**src/rtl/sdc_pkg.sv**
```systemverilog
package sdc_pkg;

  typedef enum logic [1:0] {
    CLK_OFF  = 2'd0,
    CLK_SLOW = 2'd1,
    CLK_MID  = 2'd2,
    CLK_FAST = 2'd3
  } clkMode_t;

  // strobes from control to datapath
  typedef struct packed {
    logic load;      // latch command, build frame, clear error
    logic drive;     // put next frame bit on CMD
    logic lineFree;  // release CMD
    logic sample;    // shift CMD input into the receive register
    logic crcUpd;    // fold sampled bit into running CRC
    logic capture;   // evaluate response, store words
    logic timeout;   // no start bit seen
  } dpCtrl_t;

  localparam logic [2:0] ADDR_CTRL = 3'd0;
  localparam logic [2:0] ADDR_ARG  = 3'd1;
  localparam logic [2:0] ADDR_CMD  = 3'd2;

  localparam int FRAME_BITS = 48;
  localparam int LONG_BITS  = 136;
  localparam int RSP_WORDS  = 4;

  function automatic logic [6:0] crc7Step(input logic [6:0] c, input logic b);
    logic fb;
    fb = c[6] ^ b;
    return {c[5:0], 1'b0} ^ (fb ? 7'h09 : 7'h00);
  endfunction

endpackage

```
**src/rtl/sdc_clkgen.sv**
```systemverilog
module sdc_clkgen
  import sdc_pkg::*;
#(
  parameter int SLOW_HALF = 125,
  parameter int MID_HALF  = 2,
  parameter int FAST_HALF = 1
) (
  input  logic     clk,
  input  logic     rstN,
  input  clkMode_t mode,
  output logic     sdClk,
  output logic     riseTick,
  output logic     fallTick
);
  localparam int MAX_A = (SLOW_HALF > MID_HALF) ? SLOW_HALF : MID_HALF;
  localparam int MAX_H = (MAX_A > FAST_HALF) ? MAX_A : FAST_HALF;
  localparam int CW    = $clog2(MAX_H + 1);

  logic [CW-1:0] cnt;
  logic [CW-1:0] halfLim;
  logic          wrap;

  always_comb begin
    unique case (mode)
      CLK_SLOW: halfLim = CW'(SLOW_HALF);
      CLK_MID:  halfLim = CW'(MID_HALF);
      CLK_FAST: halfLim = CW'(FAST_HALF);
      default:  halfLim = CW'(1);
    endcase
  end

  assign wrap     = (mode != CLK_OFF) && (cnt >= halfLim - 1'b1);
  assign riseTick = wrap && !sdClk;
  assign fallTick = wrap && sdClk;

  always_ff @(posedge clk or negedge rstN) begin
    if (!rstN) begin
      cnt   <= '0;
      sdClk <= 1'b0;
    end else if (mode == CLK_OFF) begin
      cnt   <= '0;
      sdClk <= 1'b0;
    end else if (wrap) begin
      cnt   <= '0;
      sdClk <= ~sdClk;
    end else begin
      cnt <= cnt + 1'b1;
    end
  end
endmodule

```
**src/rtl/sdc_control.sv**
```systemverilog
module sdc_control
  import sdc_pkg::*;
#(
  parameter int RSP_TIMEOUT = 64,
  parameter int TURN_CYCLES = 2
) (
  input  logic    clk,
  input  logic    rstN,
  input  logic    startReq,
  input  logic    skipIn,
  input  logic    longIn,
  input  logic    riseTick,
  input  logic    fallTick,
  input  logic    cmdIn,
  output dpCtrl_t ctl,
  output logic    busy
);
  localparam int TW = $clog2(RSP_TIMEOUT + 1);
  localparam logic [7:0] TX_LEN    = 8'(FRAME_BITS);
  localparam logic [7:0] SHORT_LEN = 8'(FRAME_BITS);
  localparam logic [7:0] LONG_LEN  = 8'(LONG_BITS);
  localparam logic [7:0] TURN_LAST = 8'(TURN_CYCLES - 1);
  localparam logic [7:0] SHORT_CRC_END = 8'(FRAME_BITS - 9);
  localparam logic [7:0] LONG_CRC_BEG  = 8'd8;
  localparam logic [7:0] LONG_CRC_END  = 8'(LONG_BITS - 9);

  typedef enum logic [2:0] {
    ST_IDLE, ST_SEND, ST_TURN, ST_WAIT, ST_RECV, ST_CHECK
  } state_t;

  state_t        state, nextState;
  logic [7:0]    bitCnt, nextCnt;
  logic [TW-1:0] waitCnt, nextWait;
  logic          skipQ, longQ;
  logic [7:0]    rxLen;

  assign rxLen = longQ ? LONG_LEN : SHORT_LEN;
  assign busy  = (state != ST_IDLE);

  always_comb begin
    nextState = state;
    nextCnt   = bitCnt;
    nextWait  = waitCnt;
    ctl       = '0;
    unique case (state)
      ST_IDLE: if (startReq) begin
        ctl.load  = 1'b1;
        nextCnt   = '0;
        nextState = ST_SEND;
      end
      ST_SEND: if (fallTick) begin
        if (bitCnt == TX_LEN) begin
          ctl.lineFree = 1'b1;
          nextCnt      = '0;
          nextState    = skipQ ? ST_IDLE : ST_TURN;
        end else begin
          ctl.drive = 1'b1;
          nextCnt   = bitCnt + 1'b1;
        end
      end
      ST_TURN: if (riseTick) begin
        if (bitCnt == TURN_LAST) begin
          nextWait  = '0;
          nextState = ST_WAIT;
        end else begin
          nextCnt = bitCnt + 1'b1;
        end
      end
      ST_WAIT: if (riseTick) begin
        if (!cmdIn) begin
          ctl.sample = 1'b1;
          ctl.crcUpd = !longQ;
          nextCnt    = 8'd1;
          nextState  = ST_RECV;
        end else if (waitCnt == TW'(RSP_TIMEOUT - 1)) begin
          ctl.timeout = 1'b1;
          nextState   = ST_IDLE;
        end else begin
          nextWait = waitCnt + 1'b1;
        end
      end
      ST_RECV: if (riseTick) begin
        ctl.sample = 1'b1;
        ctl.crcUpd = longQ ? (bitCnt >= LONG_CRC_BEG && bitCnt <= LONG_CRC_END)
                           : (bitCnt <= SHORT_CRC_END);
        nextCnt    = bitCnt + 1'b1;
        if (bitCnt == rxLen - 1'b1) nextState = ST_CHECK;
      end
      ST_CHECK: begin
        ctl.capture = 1'b1;
        nextState   = ST_IDLE;
      end
      default: nextState = ST_IDLE;
    endcase
  end

  always_ff @(posedge clk or negedge rstN) begin
    if (!rstN) begin
      state   <= ST_IDLE;
      bitCnt  <= '0;
      waitCnt <= '0;
      skipQ   <= 1'b0;
      longQ   <= 1'b0;
    end else begin
      state   <= nextState;
      bitCnt  <= nextCnt;
      waitCnt <= nextWait;
      if (ctl.load) begin
        skipQ <= skipIn;
        longQ <= longIn;
      end
    end
  end
endmodule

```
**src/rtl/sdc_datapath.sv**
```systemverilog
module sdc_datapath
  import sdc_pkg::*;
(
  input  logic                       clk,
  input  logic                       rstN,
  input  dpCtrl_t                    ctl,
  input  logic [5:0]                 cmdIdx,
  input  logic [31:0]                cmdArg,
  input  logic                       ignCrcIn,
  input  logic                       ignIdxIn,
  input  logic                       longIn,
  input  logic                       cmdIn,
  output logic                       cmdOut,
  output logic                       cmdOe,
  output logic [RSP_WORDS-1:0][31:0] rspWords,
  output logic                       errFlag
);
  logic [FRAME_BITS-1:0] txShift;
  logic [LONG_BITS-1:0]  rxShift;
  logic [6:0]            crcQ, txCrc, crcRx;
  logic [39:0]           txHead;
  logic [5:0]            idxQ, idxRx;
  logic                  ignCrcQ, ignIdxQ, longQ;
  logic [1:0]            hdrRx;
  logic                  rspBad;

  assign txHead = {2'b01, cmdIdx, cmdArg};

  always_comb begin
    txCrc = '0;
    for (int i = 39; i >= 0; i--) txCrc = crc7Step(txCrc, txHead[i]);
  end

  always_comb begin
    if (longQ) begin
      idxRx = rxShift[LONG_BITS-3 -: 6];
      hdrRx = rxShift[LONG_BITS-1 -: 2];
    end else begin
      idxRx = rxShift[FRAME_BITS-3 -: 6];
      hdrRx = rxShift[FRAME_BITS-1 -: 2];
    end
    crcRx  = rxShift[7:1];
    rspBad = (!ignCrcQ && (crcRx != crcQ)) ||
             (!ignIdxQ && (idxRx != idxQ)) ||
             (hdrRx != 2'b00) || !rxShift[0];
  end

  always_ff @(posedge clk or negedge rstN) begin
    if (!rstN) begin
      txShift  <= '0;
      rxShift  <= '0;
      crcQ     <= '0;
      idxQ     <= '0;
      ignCrcQ  <= 1'b0;
      ignIdxQ  <= 1'b0;
      longQ    <= 1'b0;
      cmdOut   <= 1'b1;
      cmdOe    <= 1'b0;
      rspWords <= '0;
      errFlag  <= 1'b0;
    end else begin
      if (ctl.load) begin
        txShift <= {txHead, txCrc, 1'b1};
        crcQ    <= '0;
        idxQ    <= cmdIdx;
        ignCrcQ <= ignCrcIn;
        ignIdxQ <= ignIdxIn;
        longQ   <= longIn;
        errFlag <= 1'b0;
      end
      if (ctl.drive) begin
        cmdOut  <= txShift[FRAME_BITS-1];
        cmdOe   <= 1'b1;
        txShift <= {txShift[FRAME_BITS-2:0], 1'b0};
      end
      if (ctl.lineFree) begin
        cmdOut <= 1'b1;
        cmdOe  <= 1'b0;
      end
      if (ctl.sample) begin
        rxShift <= {rxShift[LONG_BITS-2:0], cmdIn};
        if (ctl.crcUpd) crcQ <= crc7Step(crcQ, cmdIn);
      end
      if (ctl.timeout) errFlag <= 1'b1;
      if (ctl.capture) begin
        errFlag <= rspBad;
        if (longQ) begin
          for (int w = 0; w < RSP_WORDS; w++) rspWords[w] <= rxShift[w*32 +: 32];
        end else begin
          rspWords[0] <= rxShift[39:8];
        end
      end
    end
  end
endmodule

```
**src/rtl/sd_cmd_engine.sv**
```systemverilog
module sd_cmd_engine
  import sdc_pkg::*;
#(
  parameter int SLOW_HALF   = 125,
  parameter int MID_HALF    = 2,
  parameter int FAST_HALF   = 1,
  parameter int RSP_TIMEOUT = 64
) (
  input  logic        clk,
  input  logic        rstN,
  input  logic        regWe,
  input  logic [2:0]  regAddr,
  input  logic [31:0] regWdata,
  output logic [31:0] regRdata,
  output logic        sdClk,
  output logic        cmdOut,
  output logic        cmdOe,
  input  logic        cmdIn,
  input  logic        dat0In,
  input  logic        cardDetect
);
  clkMode_t                   modeQ;
  logic [31:0]                argQ, cmdWordQ;
  logic [1:0]                 dat0Sync, detSync;
  logic                       riseTick, fallTick, cmdBusy, errFlag, startReq;
  dpCtrl_t                    ctl;
  logic [RSP_WORDS-1:0][31:0] rspWords;

  assign startReq = regWe && (regAddr == ADDR_CMD) && !cmdBusy;

  always_ff @(posedge clk or negedge rstN) begin
    if (!rstN) begin
      modeQ    <= CLK_OFF;
      argQ     <= '0;
      cmdWordQ <= '0;
      dat0Sync <= 2'b11;
      detSync  <= 2'b00;
    end else begin
      dat0Sync <= {dat0Sync[0], dat0In};
      detSync  <= {detSync[0], cardDetect};
      if (regWe && regAddr == ADDR_CTRL) modeQ <= clkMode_t'(regWdata[1:0]);
      if (regWe && regAddr == ADDR_ARG)  argQ  <= regWdata;
      if (startReq)                      cmdWordQ <= regWdata;
    end
  end

  always_comb begin
    regRdata = '0;
    if (regAddr[2]) regRdata = rspWords[regAddr[1:0]];
    else begin
      unique case (regAddr[1:0])
        2'd0: regRdata = {26'd0, detSync[1], errFlag, !dat0Sync[1], cmdBusy, modeQ};
        2'd1: regRdata = argQ;
        2'd2: regRdata = cmdWordQ;
        default: regRdata = '0;
      endcase
    end
  end

  sdc_clkgen #(
    .SLOW_HALF(SLOW_HALF), .MID_HALF(MID_HALF), .FAST_HALF(FAST_HALF)
  ) u_clk (
    .clk(clk), .rstN(rstN), .mode(modeQ),
    .sdClk(sdClk), .riseTick(riseTick), .fallTick(fallTick)
  );

  sdc_control #(.RSP_TIMEOUT(RSP_TIMEOUT), .TURN_CYCLES(2)) u_ctl (
    .clk(clk), .rstN(rstN), .startReq(startReq),
    .skipIn(regWdata[8]), .longIn(regWdata[9]),
    .riseTick(riseTick), .fallTick(fallTick), .cmdIn(cmdIn),
    .ctl(ctl), .busy(cmdBusy)
  );

  sdc_datapath u_dp (
    .clk(clk), .rstN(rstN), .ctl(ctl),
    .cmdIdx(regWdata[5:0]), .cmdArg(argQ),
    .ignCrcIn(regWdata[10]), .ignIdxIn(regWdata[11]), .longIn(regWdata[9]),
    .cmdIn(cmdIn), .cmdOut(cmdOut), .cmdOe(cmdOe),
    .rspWords(rspWords), .errFlag(errFlag)
  );
endmodule

```
**config.mk**
```make
export PLATFORM = sky130hd
export DESIGN_NAME = sd_cmd_engine
export DESIGN_NICKNAME = d
export VERILOG_FILES = /design/src/rtl/sdc_pkg.sv /design/src/rtl/sdc_clkgen.sv /design/src/rtl/sdc_control.sv /design/src/rtl/sdc_datapath.sv /design/src/rtl/sd_cmd_engine.sv
export SDC_FILE = /design/constraint.sdc
export NUM_CORES = 1
export LEC_CHECK = 0
export ABC_AREA = 0
export BUFFER_PORTS_ARGS = -buffer_cell sky130_fd_sc_hd__buf_2
export CAP_MARGIN = 20
export CORE_MARGIN = 3
export CORE_UTILIZATION = 62
export CTS_CLUSTER_SIZE = 8
export DETAILED_ROUTE_END_ITERATION = 7
export PLACE_DENSITY = 0.91
export REMOVE_ABC_BUFFERS = 1
export SLEW_MARGIN = 5
export SYNTH_ARGS = -nofsm -noshare
export SYNTH_HDL_FRONTEND = slang
export SYNTH_HIERARCHICAL = 1
export SYNTH_SLANG_ARGS = --single-unit
```
**constraint.sdc**
```tcl
create_clock -name clk -period 4.7 [get_ports clk]
set_input_delay 0.47 -clock clk [delete_from_list [all_inputs] [get_ports clk]]
set_output_delay 0.47 -clock clk [all_outputs]
set_load 0.05 [all_outputs]
```
Yosys cells after proc, flatten, opt, wreduce, memory -nomap -nowiden
Cells that the tools add are included.

Add/sub/neg operators: 5. Order comparisons: 5. Equality and inequality tests: 30. Muxes and demuxes: 107. Bitwise gates (word level): 78. Reduce and logical (&&, ||, !) cells: 37.

Operator list (number): bitwise XOR 7 bit (38); two-way mux 4 bit (39); two-way mux 32 bit (3); two-way mux 48 bit (2); one-hot mux 32 bit (3 select lines) (1); two-way mux 8 bit (9); two-way mux 7 bit (10); binary-select mux 32 bit (select 2 bit) (1); one-hot mux 8 bit (5 select lines) (1); bitwise XOR 1 bit (37); two-way mux 3 bit (10); one-hot mux 7 bit (2 select lines) (2); two-way mux 1 bit (19); inequality test 2 bit, second input constant (9); one-hot mux 3 bit (5 select lines) (1); adder 7 x 1 -> 7 bit, second input constant (2); two-way mux 2 bit (7); nonzero test 2 bit (6); logical AND 1 bit (10); == test 3 x 2 -> 1 bit, second input constant (3); AND reduction 9 bit (1); adder 8 x 1 -> 8 bit, second input constant (1); == test 8 x 1 -> 1 bit, second input constant (1); == test 8 x 6 -> 1 bit, second input constant (1); 31 further kinds (48).

Flip-flop bits (word level): 428. Input bits: 41. Output and inout port bits: 35. Logic and storage cells: 287.

Longest topological paths before layout
Gate-level depths: netlist (run 1).

Depth after elaboration: 113. Depth in mapped cells: 14. Gate-level depth less buffers: 11.

By module
Netlist (run 1), hierarchy kept.

Modules (own cells, without submodules): sdc_datapath (times used 1, cells an instance 987, area an instance 13860.8 sq um, seq. area each 8284.2 sq um); sd_cmd_engine (times used 1, cells an instance 318, area an instance 4121.5 sq um, seq. area each 1754.2 sq um); sdc_control (times used 1, cells an instance 156, area an instance 1393.8 sq um, seq. area each 500.5 sq um); sdc_clkgen (times used 1, cells an instance 55, area an instance 540.5 sq um, seq. area each 200.2 sq um).

Worst setup path after synthesis (run 1)
OpenSTA, ideal clock, no wires.

Path kind: reg2reg. Start point: register u_ctl.state[2]. End point: register u_dp.idxQ[0]. Setup time: 0.125 ns. Data arrival time: 3.117 ns. Required time: 4.575 ns. Path slack: 1.458 ns. Stages on the path, launching flop included: 13. Buffers on the path: 6. Clock period less this slack: 3.242 ns. Path through: dfrtp_1 > buf_2 > buf_2 > or3_1 > or3b_1 > buf_6 > buf_6 > inv_1 > inv_1 > nor2_1 > clkbuf_1 > buf_1 > mux2_2.

RTL lines: start, declared (line sdc_control.sv:31) `state_t state, nextState;`; start signal, assigned (line sdc_control.sv:105) `state <= nextState;`; end signal, assigned (line sdc_datapath.sv:65) `idxQ <= cmdIdx;`; end, declared (line sdc_datapath.sv:22) `logic [5:0] idxQ, idxRx;`.

==> results.cfg, run 1 <==
[setup_path]
cp_top_family = simple AND/OR/NAND/NOR gates
required_ns = 5.15
cp_max_fo = 53
cp_num_buf_inv = 1
worstPathCellList = nand2b_1 > ha_1 > a21o_1 > a31oi_1 > o211a_1 > nor2_1 > and2_4 > buf_12 > mux2_2
path_class = flop to flop
cp-start-kind = flop
cp.arrival_ns = 3.91
crit_slowest_cell = and2_4
cp-end-kind = flop
critPathMaxStageDelay_ns = 0.74

[routing]
wl_mm = 49.7
via_per_inst = 6.55
drc = 0
drt_iter0_drc = 993
drtAntennaViolNets = 0
first_pass_iters = 5
detail_route.wl_per_cell_um = 25.0
vias = 13000

[yosys]
yosysTopAreaCell = dfrtp_1
avgSynthCellArea_um2 = 13.1
synth_cell_types = 73
ys_seq_elements = 429
postSynthCellCount = 1516
synth_area_mm2 = 0.0199
synthArstFlopShare_pct = 100
synth_ff_type = dfrtp_1
yosysWarningCount = 6
synthTopCellsByArea = dfrtp_1, mux2_2, mux2i_1, a221oi_1, mux2_4
yosysSeqAreaShare_pct = 53.9
synth-edff-count = 0
yosysTopAreaCellShare_pct = 53.5

[floorplan]
die_w_um = 185
coreArea_mm2 = 0.0311
io_pins = 76
initial_core_util_pct = 63.9
rows = 64
die_h_um = 185
dieArea_mm2 = 0.0343

[power]
total_power_mw = 12.1
max-vdd-ir-drop_mv = 0.365
p_leak_nw = 10.7
p_per_area_mw_per_mm2 = 546

[sta]
post-route-period-util_pct = 73.7
slew_viol_final = 0
setup_ws_ns = 1.24
fmax_mhz = 289
clock-skew-final_ns = 0.0466
worst_pin_slew_ns = 1.06
setup_violations = 0
whs_ns = -0.0502
rsz0062_at_grt = false
hold_viol = 13
period_needed_ns = 3.46
relSlewSlack_pct = 29.2

[cts]
cts-root-buf = clkbuf_16
insertion_delay_ns = 0.61
clock_sinks = 429
clk_pin_slew_ns = 0.05
cts_inserted_buffers = 59
clockBufferDepth = 3
cts_tree = yes
htreeDepth = 2
cts_resized = 0

[global_routing]
gr-total-overflow = 0
grt_pass1_vias = 13900
antenna_found_initial = 1
grt_pass1_wl_mm = 79.2
grt_max_degree = 129
grt_usage_pct = 29.7

[status]
violations = negative hold slack
status = finished, violations left

[cells_and_area]
final_cells = 1988
layout.nets = 1631
area_growth_pct = 11.7
drive_above_1_share_pct = 31.3
antennaDiodeCount = 0
fillCellCount = 1849

[placement]
dp_hpwl_mm = 30.4
gp_congestion = 0.876
placed_cells = 1910
post-place-ws_ns = 1.33
portBuffers = 75

[min_path]
min_path_type = input port to asynchronous set/reset pin

[run]
drv_cap = 0
area by class of cell:
| type | instances | area [um^2] | share of cell area, % |
|---|---|---|---|
| Sequential cell | 429 | 10700 | 48.3 |
| Inverter | 15 | 56.3 | 0.253 |
| Timing Repair Buffer | 98 | 641 | 2.88 |
| Clock inverter | 3 | 80.1 | 0.360 |
| Clock buffer | 73 | 1530 | 6.87 |
| Multi-Input combinational cell | 974 | 8700 | 39.1 |
| Tap cell | 396 | 495 | 2.23 |
cells in the mapped netlist (10+ instances only):
cell      instances
nor2_1           67
nor2b_1          10
buf_1            15
dfrtp_1         426
nand2_1          69
xnor3_1          10
mux2_2          283
mux2_4           29
xor2_1           21
a21oi_1          38
nand3_1          15
o21ai_0          54
ha_1             13
buf_2            12
xnor2_1          44
a221oi_1         62
mux2i_1         147
inv_1            15
clkbuf_1         63
worst register-to-register path, cell delays in order (launching register included):
cell and delay, ns:
dfrtp_1 0.43, nand2b_1 0.23, ha_1 0.32, a21o_1 0.11
a31oi_1 0.05, o211a_1 0.28, nor2_1 0.35, and2_4 0.74
buf_12 0.38, mux2_2 0.44
what timing repair did:
item / 4_1_cts / 5_1_grt
buffers inserted: 0 / 0
hold buffers: 2 / 0
endpoints found under the hold margin: 2 / 0
sequential cells by signal (all words and copies together), names as in the netlist, 2 cells and up:
name,flops
dat0Sync,2
u_ctl/state,3
u_clk/cnt,7
u_dp/crcQ,7
u_dp/rspWords,128
u_ctl/bitCnt,8
modeQ,2
argQ,32
u_ctl/waitCnt,7
u_dp/txShift,48
cmdWordQ,32
u_dp/rxShift,136
u_dp/idxQ,6
detSync,2
logic make-up after synthesis:
kind of cell / count (synthesis) / synth area share, %
XOR/XNOR: 81 / 4.69
buffers and inverters: 113 / 2.53
flip-flops: 429 / 53.9
other: 1 / 0.0188
AND/OR/NAND/NOR: 214 / 5.19
multiplexers: 462 / 25.7
AO/OA/AOI/OAI: 203 / 7.09
adder cells (fa/ha/maj): 13 / 0.817
cells in the final DEF (no fill, tap or decap), types with 29 or more instances in the layout:
cell	count
o21ai_0	54
dfrtp_1	425
mux2_2	283
a21oi_1	38
a221oi_1	62
nand2_1	68
xnor2_1	44
mux2i_1	147
nor2_1	66
buf_2	73
clkbuf_16	59
mux2_4	29
report_power, final:
part / switching, mW / internal, mW
clock network: 1.56 / 2.25
logic: 1.83 / 1.61
registers: 0.561 / 4.33
final timing paths:
path | from | end | slack, ns | cells past startpoint
min reg2reg | detSync[0] | detSync[1] | 0.35 | 0
max in group asynchronous | rstN | dat0Sync[0] | 3.56 | 2
max | modeQ[1] | u_dp/rxShift[105] | 1.24 | 9
min | rstN | u_ctl/bitCnt[3] | -0.05 | 1
min in group clk | regWdata[26] | argQ[26] | 0.12 | 2
max reg2reg | modeQ[1] | u_dp/rxShift[105] | 1.24 | 9
metrics by stage:
| step | TNS [ns] | area (um^2) | hold slack [ns] | utilization [%] |
|---|---|---|---|---|
| 2_1_floorplan | -201.33 | 19500 | 0.174 | - |
| 3_3_place_gp | 0 | 20600 | 0.335 | 66.2 |
| 3_5_place_dp | 0 | 20600 | 0.338 | 66.2 |
| 4_1_cts | 0 | 22200 | 0.0442 | 71.4 |
| 5_1_grt | 0 | 22200 | 0.0521 | 71.4 |
| 6_report | 0 | 22200 | -0.0502 | 71.4 |
metal layers:
layer  global-route usage (%)  part of all wire [%]
met5                        0                 0.020
met4                     13.4                   4.4
met3                     5.07                   6.4
met2                     49.0                    49
met1                     38.8                    40
Note: power is estimated with default switching activity, not from simulation.
==> inputs of run 2 (changes only) <==
clock period = 3.34 ns   (was 4.7 ns; I/O delays follow)
==> run 2 against run 1 <==
Effect of this change:
- the flow now finishes without violations
- non-clock buffer count up 35
- count of clock-buffer cells in the layout is 1 higher
- final area is 1.7% higher
- largest power group unchanged
==> results.cfg, run 2 (synthesis results as in run 1) <==
[cts]
htreeDepth = 2
cts_tree = yes
clock_sinks = 429
clk_pin_slew_ns = 0.05
cts-root-buf = clkbuf_16
cts_setup_buffers = 0
cts_inserted_buffers = 59
clockBufferDepth = 3
insertion_delay_ns = 0.61

[routing]
drt_iter0_drc = 1283
drc = 0
vias = 13500
wl_mm = 51.7
drtAntennaViolNets = 0
detail_route.wl_per_cell_um = 25.5
first_pass_iters = 5
via_per_inst = 6.66

[power]
switching_share_pct = 32.9
p_int_mw = 11.6
switching_power_mw = 5.69
combPwrFrac_pct = 28.6
clkPwrFrac_pct = 31.2
p_leak_nw = 10.9
share_seq_of_total_power_pct = 40.2
max-vdd-ir-drop_mv = 0.594
p_per_area_mw_per_mm2 = 764

[setup_path]
reg2reg_slack_ns = 0.25
cp-start-kind = flop
path_class = flop to output port
cp.arrival_ns = 2.80
reg2reg_depth = 11
cp-end-kind = output port
r2r-start = modeQ[1]
cp_max_fo = 13
timing.rr.end = u_ctl/bitCnt[5]
required_ns = 3.01

[cells_and_area]
largest_registers = u_dp/rxShift: 136 flops, u_dp/rspWords: 128 flops, u_dp/txShift: 48 flops
layout.nets = 1666
drive_above_1_share_pct = 32.1
mostFrequentLayoutCell = dfrtp_1
area_growth_pct = 13.5
registers.top_by_ff_count = u_dp/rxShift
layout_common_cells = dfrtp_1, mux2_2, mux2i_1
post-route-util_pct = 72.6
largest_reg_flops = 136

[floorplan]
dieArea_mm2 = 0.0343
die_w_um = 185
die_h_um = 185
rows = 64
initial_core_util_pct = 63.9
io_pins = 76
coreArea_mm2 = 0.0311

[run]
drv_cap = 0

[global_routing]
grt_pass1_wl_mm = 81.9
antenna_found_initial = 0
gr-total-overflow = 0
grt_pass1_vias = 14300
grt_usage_pct = 30.6
grt_max_degree = 105

[min_path]
holdPathStages = 2
min_path_type = input port to flop
holdPathEnd = argQ[7]
hp-start = regWdata[7]

[sta]
setup_ws_ns = 0.203
fmax_mhz = 319
worst_pin_slew_ns = 0.842
rsz0062_at_grt = false
relSlewSlack_pct = 43.9
slew_viol_final = 0
hold_viol = 0
post-route-period-util_pct = 93.9
setup_violations = 0
clock-skew-final_ns = 0.0450
period_needed_ns = 3.14

[placement]
portBuffers = 75
gp_congestion = 0.882
dp_hpwl_mm = 31.1
post-place-ws_ns = 0.0474

[status]
status = finished, final reports clean
run 2: stage by stage:
step	hold WS, ns	power, mW	instances	TNS, ns	instance area [um^2]
final	0.0245	17.3	2025	0	22600
after global routing	0.0152	17.9	2024	0	22600
after CTS	0.00758	17.2	2024	0	22600
after detailed placement	0.337	11.5	1931	0	20800
after global placement	0.342	11.3	1931	0	20800
after floorplan	0.0384	10.3	1418	-607.97	19500
run 2: final cells by class:
type / instances / area (um^2)
Multi-Input combinational cell: 974 / 8710
Antenna cell: 1 / 2.50
Inverter: 15 / 56.3
Fill cell: 1757 / 8540
Sequential cell: 429 / 10700
Timing Repair Buffer: 133 / 988
Tap cell: 396 / 495
Clock inverter: 3 / 80.1
Clock buffer: 74 / 1540
run 2: layer usage:
layer / vias to the layer above / wire, um / track usage, %
li1: 5671 / - / -
met4: 0 / 2670 / 13.7
met2: 687 / 25100 / 50.2
met3: 174 / 3480 / 5.58
met1: 6947 / 20400 / 40.3
met5: - / 0 / 0
run 2: worst max-delay path, cell delays in order (launching register included):
cell and delay (ns):
dfrtp_1 0.51, or3_1 0.51, mux2_2 0.29, a221oi_1 0.46
a221oi_1 0.18, buf_2 0.29
run 2: repair_timing:
action	4_1_cts	5_1_grt
hold endpoints to repair	121	0
resized for setup	0	3
endpoints found under the setup margin	0	9
hold buffers	16	0
run 2: worst max path at each step:
stage | to | from | cells past startpoint
after floorplan | u_dp/txShift[5] | u_ctl/state[1] | 8
after global placement | u_ctl/bitCnt[6] | modeQ[1] | 11
final | regRdata[2] | u_ctl/state[1] | 5
after CTS | u_ctl/bitCnt[6] | modeQ[1] | 11
after detailed placement | u_ctl/bitCnt[5] | modeQ[1] | 11
after global routing | u_ctl/bitCnt[6] | modeQ[1] | 11
run 2: power by group through the flow:
| stage | registers (mW) | clock network [mW] | logic (mW) |
|---|---|---|---|
| 2_1_floorplan | 6.75 | 0 | 3.57 |
| 3_3_place_gp | 6.84 | 0 | 4.45 |
| 3_5_place_dp | 6.91 | 0 | 4.62 |
| 4_1_cts | 6.90 | 5.45 | 4.87 |
| 5_1_grt | 7.02 | 5.67 | 5.24 |
| 6_report | 6.95 | 5.40 | 4.94 |
==> inputs of run 3 (changes only) <==
MAX_ROUTING_LAYER = met4   (was not set)
clock period = 4 ns   (was 3.34 ns; I/O delays follow)
==> run 3 against run 2 <==
Effect of this change:
- first-iteration DRC count is 5.6% lower
- critical endpoint is now u_ctl/bitCnt[3]
- highest routed layer unchanged
- largest power group unchanged
- core utilization decreased by 0.77 points
- final area is 1.1% lower
- largest cell class unchanged
- power decreased by 17%
==> results.cfg, run 3 (synthesis results as in run 1) <==
[status]
status = finished, final reports clean

[placement]
placed_cells = 1919
dp_hpwl_mm = 30.7
portBuffers = 75
gp_congestion = 0.856

[setup_path]
cp_max_fo = 11
timing.rr.end = u_ctl/bitCnt[3]
cp.arrival_ns = 3.87
reg2reg_depth = 11
path_class = flop to flop
reg2reg_slack_ns = 0.66
cp-start-kind = flop
cp_top_family = compound AO/OA/AOI/OAI gates
startpoint = modeQ[1]
worstPathCellList = nand2b_1 > ha_1 > a21o_1 > a31oi_1 > o211a_1 > nor2_1 > mux2i_1 > a211oi_1 > o311a_1 > nor2b_2 > a22o_1
endpoint = u_ctl/bitCnt[3]
crit_cells = 11
critPathMaxStageDelay_ns = 0.44
cp_num_buf_inv = 0
r2r-start = modeQ[1]
crit_slowest_cell = o311a_1
cp-end-kind = flop
required_ns = 4.52

[sta]
worst_pin_slew_ns = 0.962
relSlewSlack_pct = 35.9
hold_viol = 0
slew_viol_final = 0
clock-skew-final_ns = 0.0160
period_needed_ns = 3.34
setup_violations = 0
fmax_mhz = 299
post-route-period-util_pct = 83.6
rsz0062_at_grt = false

[cts]
cts_setup_buffers = 0
clock_sinks = 429
cts_inserted_buffers = 59
cts_tree = yes
insertion_delay_ns = 0.59
htreeDepth = 2
clockBufferDepth = 3
cts-root-buf = clkbuf_16
clk_pin_slew_ns = 0.05

[global_routing]
grt_max_degree = 113
antenna_found_initial = 1
grt_pass1_vias = 14000
grt_usage_pct = 31.2
gr-total-overflow = 0
grt_pass1_wl_mm = 81.2

[routing]
detail_route.wl_per_cell_um = 25.4
met3RoutedLength_mm = 3.40
met1_length_mm = 20.3
wl_mm = 50.9
wl_met2_mm = 24.9
via_per_inst = 6.62
drc = 0
first_pass_iters = 6
drtAntennaViolNets = 0
drt_iter0_drc = 1211
routed.top_layer = met4
vias = 13300

[cells_and_area]
fillCellCount = 1810
drive_above_1_share_pct = 31.5
layout.nets = 1641
registers.top_by_ff_count = u_dp/rxShift
final_cells = 2008
largest_registers = u_dp/rxShift: 136 flops, u_dp/rspWords: 128 flops, u_dp/txShift: 48 flops
layout_common_cells = dfrtp_1, mux2_2, mux2i_1
largest_reg_flops = 136
mostFrequentLayoutCell = dfrtp_1
post-route-util_pct = 71.8
area_growth_pct = 12.3

[floorplan]
die_h_um = 185
die_w_um = 185
initial_core_util_pct = 63.9
coreArea_mm2 = 0.0311
rows = 64
dieArea_mm2 = 0.0343
io_pins = 76

[power]
max-vdd-ir-drop_mv = 0.418
p_per_area_mw_per_mm2 = 643
p_leak_nw = 10.7

[min_path]
min_path_type = input port to flop

[run]
drv_cap = 0
==> run 3: how the worst min path moves through the flow <==
stage,start,endpoint,slack (ns),depth (start not counted)
2_1_floorplan,rstN,argQ[0],0.10,0
4_1_cts,regWdata[26],argQ[26],0.02,2
6_report,regWdata[26],argQ[26],0.03,2
3_5_place_dp,detSync[0],detSync[1],0.34,0
5_1_grt,regWdata[26],argQ[26],0.05,2
3_3_place_gp,detSync[0],detSync[1],0.33,0
==> run 3: routing by layer <==
| layer | vias up | global-route usage (%) |
|---|---|---|
| met4 | 0 | 14.0 |
| met5 | - | - |
| li1 | 5623 | - |
| met2 | 610 | 49.7 |
| met1 | 6921 | 40.1 |
| met3 | 144 | 4.89 |
==> run 3: cell type report <==
cell class	instances	area [um^2]	share of cell area [%]
clock buffer	82	1570	7.03
tap	396	495	2.21
multi-input combinational	974	8700	38.9
inverter	15	56.3	0.252
clock inverter	3	76.3	0.341
sequential	429	10700	48.0
timing repair buffer	108	731	3.27
antenna	1	2.50	0.0112
==> run 3: repair_timing <==
item                                   in CTS  in global routing
endpoints found under the hold margin     108                  0
resized for setup                           0                  0
hold buffers                                3                  0
==> run 3: where the power goes <==
part           total [mW]  switching [mW]  internal (mW)  leakage [nW]
Sequential           5.83           0.739           5.09          5.73
Combinational        3.99            2.09           1.89          4.23
Clock                4.56            1.87           2.69         0.790
Total                14.4            4.70           9.67          10.7
==> run 3: metrics by stage <==
stage          area (um^2)  hold slack (ns)  TNS, ns  power (mW)  setup slack, ns
2_1_floorplan        19500            0.104  -410.63        8.61            -2.94
3_3_place_gp         20700            0.334        0        9.43            0.924
3_5_place_dp         20700            0.342        0        9.63            0.766
4_1_cts              22400           0.0173        0        14.4            0.732
5_1_grt              22400           0.0465        0        14.9            0.419
6_report             22400           0.0313        0        14.4            0.656
